$ cat src/rtl/spi_mode_rx_pkg.sv
package spi_mode_rx_pkg;
  // classification of a completed frame by its edge count
  typedef enum logic [1:0] {
    FRM_DROP = 2'd0,
    FRM_MODE = 2'd1,
    FRM_WORD = 2'd2
  } frame_kind_e;
endpackage

$ cat src/rtl/spi_mode_rx_sync.sv
module spi_mode_rx_sync #(
  parameter int STAGES = 2,
  parameter int WIDTH  = 3
) (
  input  logic             clk,
  input  logic             rst_n,
  input  logic [WIDTH-1:0] async_i,
  output logic [WIDTH-1:0] level_o
);
  for (genvar g = 0; g < WIDTH; g++) begin : g_bit
    logic [STAGES-1:0] chain;
    always_ff @(posedge clk or negedge rst_n) begin
      if (!rst_n) chain <= '0;
      else        chain <= {chain[STAGES-2:0], async_i[g]};
    end
    assign level_o[g] = chain[STAGES-1];
  end
endmodule

$ cat src/rtl/spi_mode_rx_shift.sv
module spi_mode_rx_shift #(
  parameter int WORD_W = 16,
  parameter int CNT_W  = 5
) (
  input  logic              clk,
  input  logic              rst_n,
  input  logic              sel_lvl,
  input  logic              sclk_lvl,
  input  logic              sdata_lvl,
  output logic              frame_end,
  output logic [CNT_W-1:0]  edge_cnt,
  output logic [WORD_W-1:0] shreg
);
  logic sel_prev, sclk_prev;
  logic sel_rise, sclk_fall;

  assign sel_rise  = sel_lvl & ~sel_prev;
  assign frame_end = ~sel_lvl & sel_prev;
  assign sclk_fall = ~sclk_lvl & sclk_prev;

  always_ff @(posedge clk or negedge rst_n) begin
    if (!rst_n) begin
      sel_prev  <= 1'b0;
      sclk_prev <= 1'b0;
    end else begin
      sel_prev  <= sel_lvl;
      sclk_prev <= sclk_lvl;
    end
  end

  always_ff @(posedge clk or negedge rst_n) begin
    if (!rst_n) begin
      edge_cnt <= '0;
      shreg    <= '0;
    end else if (sel_rise) begin
      edge_cnt <= '0;
    end else if (sel_lvl && sclk_fall) begin
      shreg <= {shreg[WORD_W-2:0], sdata_lvl};
      if (edge_cnt != '1) edge_cnt <= edge_cnt + 1'b1;
    end
  end
endmodule

$ cat src/rtl/spi_mode_rx_dispatch.sv
module spi_mode_rx_dispatch
  import spi_mode_rx_pkg::*;
#(
  parameter int MODE_W   = 8,
  parameter int WORD_W   = 16,
  parameter int SHORT_W  = 14,
  parameter int CNT_W    = 5,
  parameter int WIDE_BIT = 0
) (
  input  logic              clk,
  input  logic              rst_n,
  input  logic              frame_end,
  input  logic [CNT_W-1:0]  edge_cnt,
  input  logic [WORD_W-1:0] shreg,
  input  logic              ready_i,
  output logic [MODE_W-1:0] mode_q,
  output logic              valid_q,
  output logic [WORD_W-1:0] word_q
);
  localparam int PAD_W = WORD_W - SHORT_W;

  frame_kind_e kind;
  logic        wide, pad_clear, take_word;
  logic [WORD_W-1:0] word_next;

  assign wide      = mode_q[WIDE_BIT];
  assign pad_clear = (shreg[WORD_W-1:SHORT_W] == '0);
  assign word_next = wide ? shreg : {shreg[SHORT_W-1:0], {PAD_W{1'b0}}};

  always_comb begin
    kind = FRM_DROP;
    if (edge_cnt == CNT_W'(MODE_W))      kind = FRM_MODE;
    else if (edge_cnt == CNT_W'(WORD_W)) kind = FRM_WORD;
  end

  assign take_word = frame_end && (kind == FRM_WORD) && (wide || pad_clear) && !valid_q;

  always_ff @(posedge clk or negedge rst_n) begin
    if (!rst_n)                             mode_q <= '0;
    else if (frame_end && kind == FRM_MODE) mode_q <= shreg[MODE_W-1:0];
  end

  always_ff @(posedge clk or negedge rst_n) begin
    if (!rst_n) begin
      valid_q <= 1'b0;
      word_q  <= '0;
    end else if (valid_q && ready_i) begin
      valid_q <= 1'b0;
    end else if (take_word) begin
      valid_q <= 1'b1;
      word_q  <= word_next;
    end
  end
endmodule

$ cat src/rtl/spi_mode_rx.sv
module spi_mode_rx #(
  parameter int MODE_W      = 8,
  parameter int WORD_W      = 16,
  parameter int SHORT_W     = 14,
  parameter int SYNC_STAGES = 2,
  parameter int WIDE_BIT    = 0,
  parameter int NRZ_BIT     = 6
) (
  input  logic              clk,
  input  logic              rst_n,
  input  logic              sel_i,
  input  logic              sclk_i,
  input  logic              sdata_i,
  output logic [MODE_W-1:0] mode_o,
  output logic              dac_wide_o,
  output logic              dac_nrz_o,
  output logic              dac_valid_o,
  input  logic              dac_ready_i,
  output logic [WORD_W-1:0] dac_word_o
);
  localparam int CNT_W = $clog2(WORD_W + 2) + 1;

  logic [2:0]        lvl;
  logic              frame_end;
  logic [CNT_W-1:0]  edge_cnt;
  logic [WORD_W-1:0] shreg;

  spi_mode_rx_sync #(.STAGES(SYNC_STAGES), .WIDTH(3)) u_sync (
    .clk(clk), .rst_n(rst_n),
    .async_i({sdata_i, sclk_i, sel_i}),
    .level_o(lvl)
  );

  spi_mode_rx_shift #(.WORD_W(WORD_W), .CNT_W(CNT_W)) u_shift (
    .clk(clk), .rst_n(rst_n),
    .sel_lvl(lvl[0]), .sclk_lvl(lvl[1]), .sdata_lvl(lvl[2]),
    .frame_end(frame_end), .edge_cnt(edge_cnt), .shreg(shreg)
  );

  spi_mode_rx_dispatch #(
    .MODE_W(MODE_W), .WORD_W(WORD_W), .SHORT_W(SHORT_W),
    .CNT_W(CNT_W), .WIDE_BIT(WIDE_BIT)
  ) u_disp (
    .clk(clk), .rst_n(rst_n),
    .frame_end(frame_end), .edge_cnt(edge_cnt), .shreg(shreg),
    .ready_i(dac_ready_i),
    .mode_q(mode_o), .valid_q(dac_valid_o), .word_q(dac_word_o)
  );

  assign dac_wide_o = mode_o[WIDE_BIT];
  assign dac_nrz_o  = mode_o[NRZ_BIT];
endmodule

$ cat config.mk
export PLATFORM = sky130hd
export DESIGN_NAME = spi_mode_rx
export DESIGN_NICKNAME = d
export VERILOG_FILES = /design/src/rtl/spi_mode_rx_pkg.sv /design/src/rtl/spi_mode_rx_sync.sv /design/src/rtl/spi_mode_rx_shift.sv /design/src/rtl/spi_mode_rx_dispatch.sv /design/src/rtl/spi_mode_rx.sv
export SDC_FILE = /design/constraint.sdc
export NUM_CORES = 1
export LEC_CHECK = 0
export BUFFER_PORTS_ARGS = -buffer_cell sky130_fd_sc_hd__buf_4
export CAP_MARGIN = 25
export CORE_UTILIZATION = 25
export DETAILED_ROUTE_END_ITERATION = 8
export GPL_TIMING_DRIVEN = 0
export PLACE_DENSITY_LB_ADDON = 0.3
export SYNTH_ARGS = -nofsm -noshare
export SYNTH_HDL_FRONTEND = slang
export SYNTH_SLANG_ARGS = --single-unit
$ cat constraint.sdc
create_clock -name clk -period 4.6 [get_ports clk]
set_input_delay 0.92 -clock clk [delete_from_list [all_inputs] [get_ports clk]]
set_output_delay 0.92 -clock clk [all_outputs]
set_load 0.05 [all_outputs]
==> impl_metrics.env, run 1 <==
export IMPL_outcome="complete, no violations"
export IMPL_pwr_share_seq_pct=58.2
export IMPL_worstReg2RegStart="u_shift.edge_cnt[0]"
export IMPL_area_growth_pct=21.8
export IMPL_crit_chain="inv_1, ha_1, nand4bb_1, or4_1, buf_6, buf_12, mux2_4"
export IMPL_ys_ff_latch=55
export IMPL_die_h_um=99.7
export IMPL_p_leak_nw=1.45
export IMPL_fmax_mhz=480
export IMPL_gp_congestion=0.727
export IMPL_grt_overflow=0
export IMPL_drc=0
export IMPL_fin_tns_setup_ns=0
export IMPL_cts_root_buf="clkbuf_8"
export IMPL_place_area_um2=2800
export IMPL_nFillCells=935
export IMPL_drtPass1Iterations=4
export IMPL_finalHoldViolCount=0
export IMPL_hpwl_mm=2.93
export IMPL_p_int_uw=701
export IMPL_syn_area_um2=2390
export IMPL_crit_start="u_shift.edge_cnt[0]"
export IMPL_ir_drop_mv=0.114
export IMPL_period_share_pct=45.3
export IMPL_num_antenna_cells=0
export IMPL_min_delay_start="u_sync.g_bit[1].chain[0]"
export IMPL_startpoint_type="flip-flop"
export IMPL_worstMarginPinSlew_ns=0.688
export IMPL_yosys_warnings=0
export IMPL_htreeDepth=2
export IMPL_drive_gt1_share_pct=49.0
export IMPL_critical_path_class="reg -> reg"
export IMPL_clk_pin_slew_ns=0.09
export IMPL_power_density_nw_per_um2=312
export IMPL_p_sw_share_pct=22.8
export IMPL_drt_iter0_markers=37
export IMPL_clock_sinks=55
export IMPL_io_buffers=32
export IMPL_hold_depth=0
export IMPL_die_area_um2=9950
export IMPL_final_cell_mix="55 x dfrtp_1, 45 x mux2_2, 35 x buf_4"
export IMPL_insertion_delay_ns=0.30
export IMPL_grt_usage_pct=9.37
export IMPL_rsz0062_at_grt="false"
export IMPL_arrival_ns=2.28
export IMPL_p_switching_uw=208
export IMPL_finalPower_uw=909
export IMPL_ctsResizeCount=0
export IMPL_syn_nets=171
export IMPL_post_route_min_period_ns=2.08
export IMPL_end_kind="flip-flop"
export IMPL_cpMaxStageDelayCell="or4_1"
export IMPL_clockPowerShare_pct=35.0
export IMPL_synth_cells=163
export IMPL_avgSynthCellArea_um2=14.7
export IMPL_vias=1374
export IMPL_tritoncts="yes"
export IMPL_p_comb_share_pct=6.7
export IMPL_via_per_inst=4.13
export IMPL_drtAntennaViolNets=0
export IMPL_rows=35
export IMPL_ff2ff_path_depth=7
export IMPL_min_path_type="reg -> reg"
export IMPL_ios=33
export IMPL_finalClockSkew_ns=0.00707
export IMPL_fp_dieW_um=99.7
export IMPL_core_area_um2=9240
export IMPL_drv_slew=0
export IMPL_post_drt_wl_per_cell_um=12.7
export IMPL_max_slew_margin_pct=54.2
export IMPL_worstPathMaxFanout=10
export IMPL_setup_viol=0
export IMPL_post_cts_buffers=0
export IMPL_clockBufferDepth=2
export IMPL_fin_area_um2=2910
export IMPL_wl_mm=4.22
export IMPL_fin_nets=211
export IMPL_rrSetupSlack_ns=2.52
export IMPL_cts_hold_buffers_added=0
export IMPL_cts_buffers=5
export IMPL_drv_cap=0
export IMPL_fin_util_pct=31.5
export IMPL_grt_pass1_wl_mm=7.24
export IMPL_cp_required_ns=4.80
export IMPL_layout_commonest_cell="dfrtp_1"
export IMPL_r2r_end="u_disp.word_q[15]"
export IMPL_grt_pass1_vias=1391
export IMPL_hold_end="u_sync.g_bit[1].chain[1]"
export IMPL_grt_max_degree=56
export IMPL_cpPeakStageDelay_ns=0.54
export IMPL_start_util_pct=25.8
export IMPL_seq_area_frac_synth_pct=57.6
export IMPL_yosysUniqueCellTypes=35
export IMPL_antenna_found_initial=0
==> cells by family after synthesis <==
logic type | synth area share (%)
compound gates | 4.82
fa+ha+maj | 1.05
buf+inv | 3.56
flops | 57.6
mux | 26.5
simple gates | 6.50
==> critical path: cells and delay by family, from the launching register on <==
family                     cells  cell delay (ns)
and+or+nand+nor                2             0.68
buffers and inverters          3             0.43
DFF                            1             0.42
muxes                          1             0.29
adders and majority gates      1             0.15
==> state kept, by name, summed over array words and instances, names as in the netlist <==
name and cells:
u_disp.mode_q 8, u_disp.valid_q 1, u_disp.word_q 16, u_shift.edge_cnt 6, u_shift.sclk_prev 1, u_shift.sel_prev 1
u_shift.shreg 16, u_sync.g_bit.chain 6
==> routing by layer <==
layer | vias up | wire length (um) | global-route usage [%]
li1 | 672 | - | -
met1 | 673 | 2130 | 13.3
met2 | 24 | 1890 | 14.1
met3 | 5 | 155 | 2.32
met4 | 0 | 42 | 2.83
met5 | - | 0 | 0
==> cells in the mapped netlist (all sizes together) <==
library cell | number | area share (%)
o2111a | 1 | 0.47
mux2 | 52 | 26
o211a | 1 | 0.42
clkbuf | 3 | 0.47
a31oi | 3 | 0.79
o21ai | 1 | 0.21
o221ai | 2 | 0.73
nor2 | 2 | 0.31
or4 | 1 | 0.31
nand4bb | 1 | 0.47
inv | 5 | 0.79
and2 | 1 | 0.26
and4b | 2 | 0.84
a41o | 1 | 0.42
and4 | 1 | 0.37
or3b | 1 | 0.37
and3 | 1 | 0.26
nand3 | 2 | 0.42
o21ba | 1 | 0.42
nor2b | 4 | 1.0
nor4b | 1 | 0.63
ha | 2 | 1.0
nor3 | 2 | 0.42
o21a | 1 | 0.31
nand2 | 5 | 0.79
a211oi | 1 | 0.31
o2111ai | 2 | 0.73
mux2i | 2 | 0.84
buf | 6 | 2.3
dfrtp | 55 | 58
==> worst max-delay path by stage <==
stage / endpoint
after floorplan: u_disp.word_q[10]
after global placement: u_disp.mode_q[6]
after detailed placement: u_disp.word_q[9]
after CTS: u_disp.word_q[15]
after global routing: u_disp.word_q[9]
final: u_disp.word_q[15]
==> final cells by class <==
type | instances | area [um^2] | share of cell area, %
multi-input combinational | 94 | 927 | 31.9
sequential | 55 | 1380 | 47.3
tap | 129 | 161 | 5.55
clock inverter | 3 | 43.8 | 1.50
clock buffer | 5 | 68.8 | 2.36
buffer | 9 | 66.3 | 2.28
timing repair buffer | 33 | 248 | 8.51
inverter | 5 | 18.8 | 0.645
==> power groups by stage <==
stage | registers, mW | clock network [mW] | logic (mW)
2_1_floorplan | 0.531 | 0 | 0.0435
3_3_place_gp | 0.540 | 0 | 0.0620
3_5_place_dp | 0.539 | 0 | 0.0630
4_1_cts | 0.530 | 0.333 | 0.0629
5_1_grt | 0.535 | 0.354 | 0.0700
6_report | 0.529 | 0.318 | 0.0612
==> per-stage QoR <==
| stage | cells | setup slack [ns] | hold WS (ns) |
|---|---|---|---|
| floorplan | 163 | 2.36 | 0.331 |
| global placement | 324 | 2.32 | 0.335 |
| detailed placement | 325 | 2.52 | 0.336 |
| CTS | 333 | 2.50 | 0.360 |
| global route | 333 | 2.37 | 0.372 |
| finish | 333 | 2.52 | 0.357 |
(Power assumes the default switching activity.)
==> inputs of run 2 (changes only) <==
Clock period 4.6 ns to 1.85 ns, I/O delays scaled along.
==> impl_metrics.env, run 2 (same netlist as run 1, synthesis figures left out) <==
export IMPL_drtPass1Iterations=4
export IMPL_cts_root_buf="clkbuf_8"
export IMPL_finalHoldViolCount=0
export IMPL_clock_sinks=55
export IMPL_setup_ws_ns=-0.0274
export IMPL_post_drt_wl_per_cell_um=13.4
export IMPL_htreeDepth=2
export IMPL_max_slew_margin_pct=52.5
export IMPL_die_h_um=99.7
export IMPL_area_growth_pct=27.0
export IMPL_min_path_type="in -> async"
export IMPL_drv_slew=0
export IMPL_violations="negative setup slack"
export IMPL_fp_dieW_um=99.7
export IMPL_die_area_um2=9950
export IMPL_fmax_mhz=533
export IMPL_fin_area_um2=3030
export IMPL_gp_congestion=0.718
export IMPL_grt_overflow=0
export IMPL_crit_chain="inv_2, ha_1, nand4bb_1, or4_4, buf_12, mux2_4"
export IMPL_io_buffers=32
export IMPL_grt_pass1_wl_mm=7.42
export IMPL_hpwl_mm=2.97
export IMPL_worstMarginPinSlew_ns=0.713
export IMPL_final_cell_mix="52 x dfrtp_1, 44 x buf_4, 39 x mux2_2"
export IMPL_drc=0
export IMPL_arrival_ns=2.07
export IMPL_grt_usage_pct=9.54
export IMPL_power_density_nw_per_um2=757
export IMPL_cpPeakStageDelay_ns=0.58
export IMPL_cp_required_ns=2.04
export IMPL_drive_gt1_share_pct=54.5
export IMPL_grt_pass1_vias=1470
export IMPL_wl_mm=4.57
export IMPL_fin_nets=220
export IMPL_setup_viol=12
export IMPL_antenna_found_initial=0
export IMPL_num_antenna_cells=0
export IMPL_critical_path_class="reg -> reg"
export IMPL_clk_pin_slew_ns=0.10
export IMPL_p_leak_nw=1.50
export IMPL_cts_buffers=5
export IMPL_wl_met2_mm=2.06
export IMPL_rrSetupSlack_ns=-0.03
export IMPL_route_met3_wl_um=171
export IMPL_cpMaxStageDelayCell="or4_4"
export IMPL_insertion_delay_ns=0.31
export IMPL_ir_drop_mv=0.374
export IMPL_dp_slack_ns=-0.225
export IMPL_drt_iter0_markers=38
export IMPL_layout_commonest_cell="dfrtp_1"
export IMPL_grt_max_degree=56
export IMPL_start_util_pct=25.8
export IMPL_ios=33
export IMPL_reg_top3="u_disp.word_q: 16 flops, u_shift.shreg: 16 flops, u_disp.mode_q: 8 flops"
export IMPL_met1_length_mm=2.30
export IMPL_tritoncts="yes"
export IMPL_vias=1459
export IMPL_fin_util_pct=32.8
export IMPL_cts_hold_buffers_added=0
export IMPL_period_share_pct=101
export IMPL_drv_cap=0
export IMPL_rsz0062_at_grt="true"
export IMPL_finalPower_mw=2.30
export IMPL_post_route_min_period_ns=1.88
export IMPL_drtAntennaViolNets=0
export IMPL_worstPathMaxFanout=9
export IMPL_via_per_inst=4.27
export IMPL_clockBufferDepth=2
export IMPL_outcome="finished with violations"
export IMPL_end_kind="flip-flop"
export IMPL_finalClockSkew_ns=0.00783
export IMPL_top_layer_used="met4"
export IMPL_core_area_um2=9240
export IMPL_rows=35
export IMPL_place_area_um2=2820
export IMPL_startpoint_type="flip-flop"
run 2: cell types whose count changed in the layout (fill, tap and decap cells not counted), sizes merged:
cell      delta
buf          +9
clkinv       -2
clkbuf       +1
clkinvlp     +1
run 2: worst paths after layout:
check / from / to / cells past startpoint
worst max register to register: u_shift.edge_cnt[0] / u_disp.word_q[12] / 6
worst max-delay path: u_shift.edge_cnt[0] / u_disp.word_q[12] / 6
worst min register to register: u_sync.g_bit[2].chain[0] / u_sync.g_bit[2].chain[1] / 0
worst min-delay path: rst_n / u_disp.word_q[11] / 1
min in group clk: sdata_i / u_sync.g_bit[2].chain[0] / 1
max in group asynchronous: rst_n / u_disp.valid_q / 1
run 2: layout make-up:
cell class | count | area, um^2
fill | 938 | 6210
sequential | 55 | 1380
multi-input combinational | 94 | 973
timing repair buffer | 43 | 327
tap | 129 | 161
clock buffer | 6 | 72.6
buffer | 8 | 63.8
clock inverter | 2 | 37.5
inverter | 5 | 18.8
run 2: critical path: cells and delay by family, from the launching register on:
kind | cells | cell delay (ns)
flops | 1 | 0.40
mux | 1 | 0.29
buf+inv | 2 | 0.24
fa+ha+maj | 1 | 0.14
simple gates | 2 | 0.70
run 2: metrics by stage:
stage | std cells | TNS, ns | hold WS (ns)
detailed placement | 325 | -3.66 | 0.337
global placement | 324 | -5.68 | 0.335
finish | 342 | -0.216 | 0.112
floorplan | 163 | -1.04 | 0.0744
CTS | 340 | -1.63 | 0.134
global route | 342 | -1.46 | 0.148
run 2: per-layer routing:
metal,GRT usage (%),up-vias
li1,-,687
met1,13.9,739
met2,13.8,28
met3,2.46,5
met4,2.71,0
met5,0,-
run 2: power by group:
| group | internal (mW) | switching (mW) | leakage, nW |
|---|---|---|---|
| sequential | 1.26 | 0.0589 | 0.738 |
| clock | 0.405 | 0.392 | 0.0514 |
| combinational | 0.103 | 0.0822 | 0.711 |
| total | 1.76 | 0.533 | 1.50 |
run 2: timing repair:
action / CTS / global route
gates resized for setup: 3 / 12
setup buffers: 7 / 3
pin swaps: 1 / 2
setup endpoints to repair: 32 / 32
endpoints found under the hold margin: 0 / 0
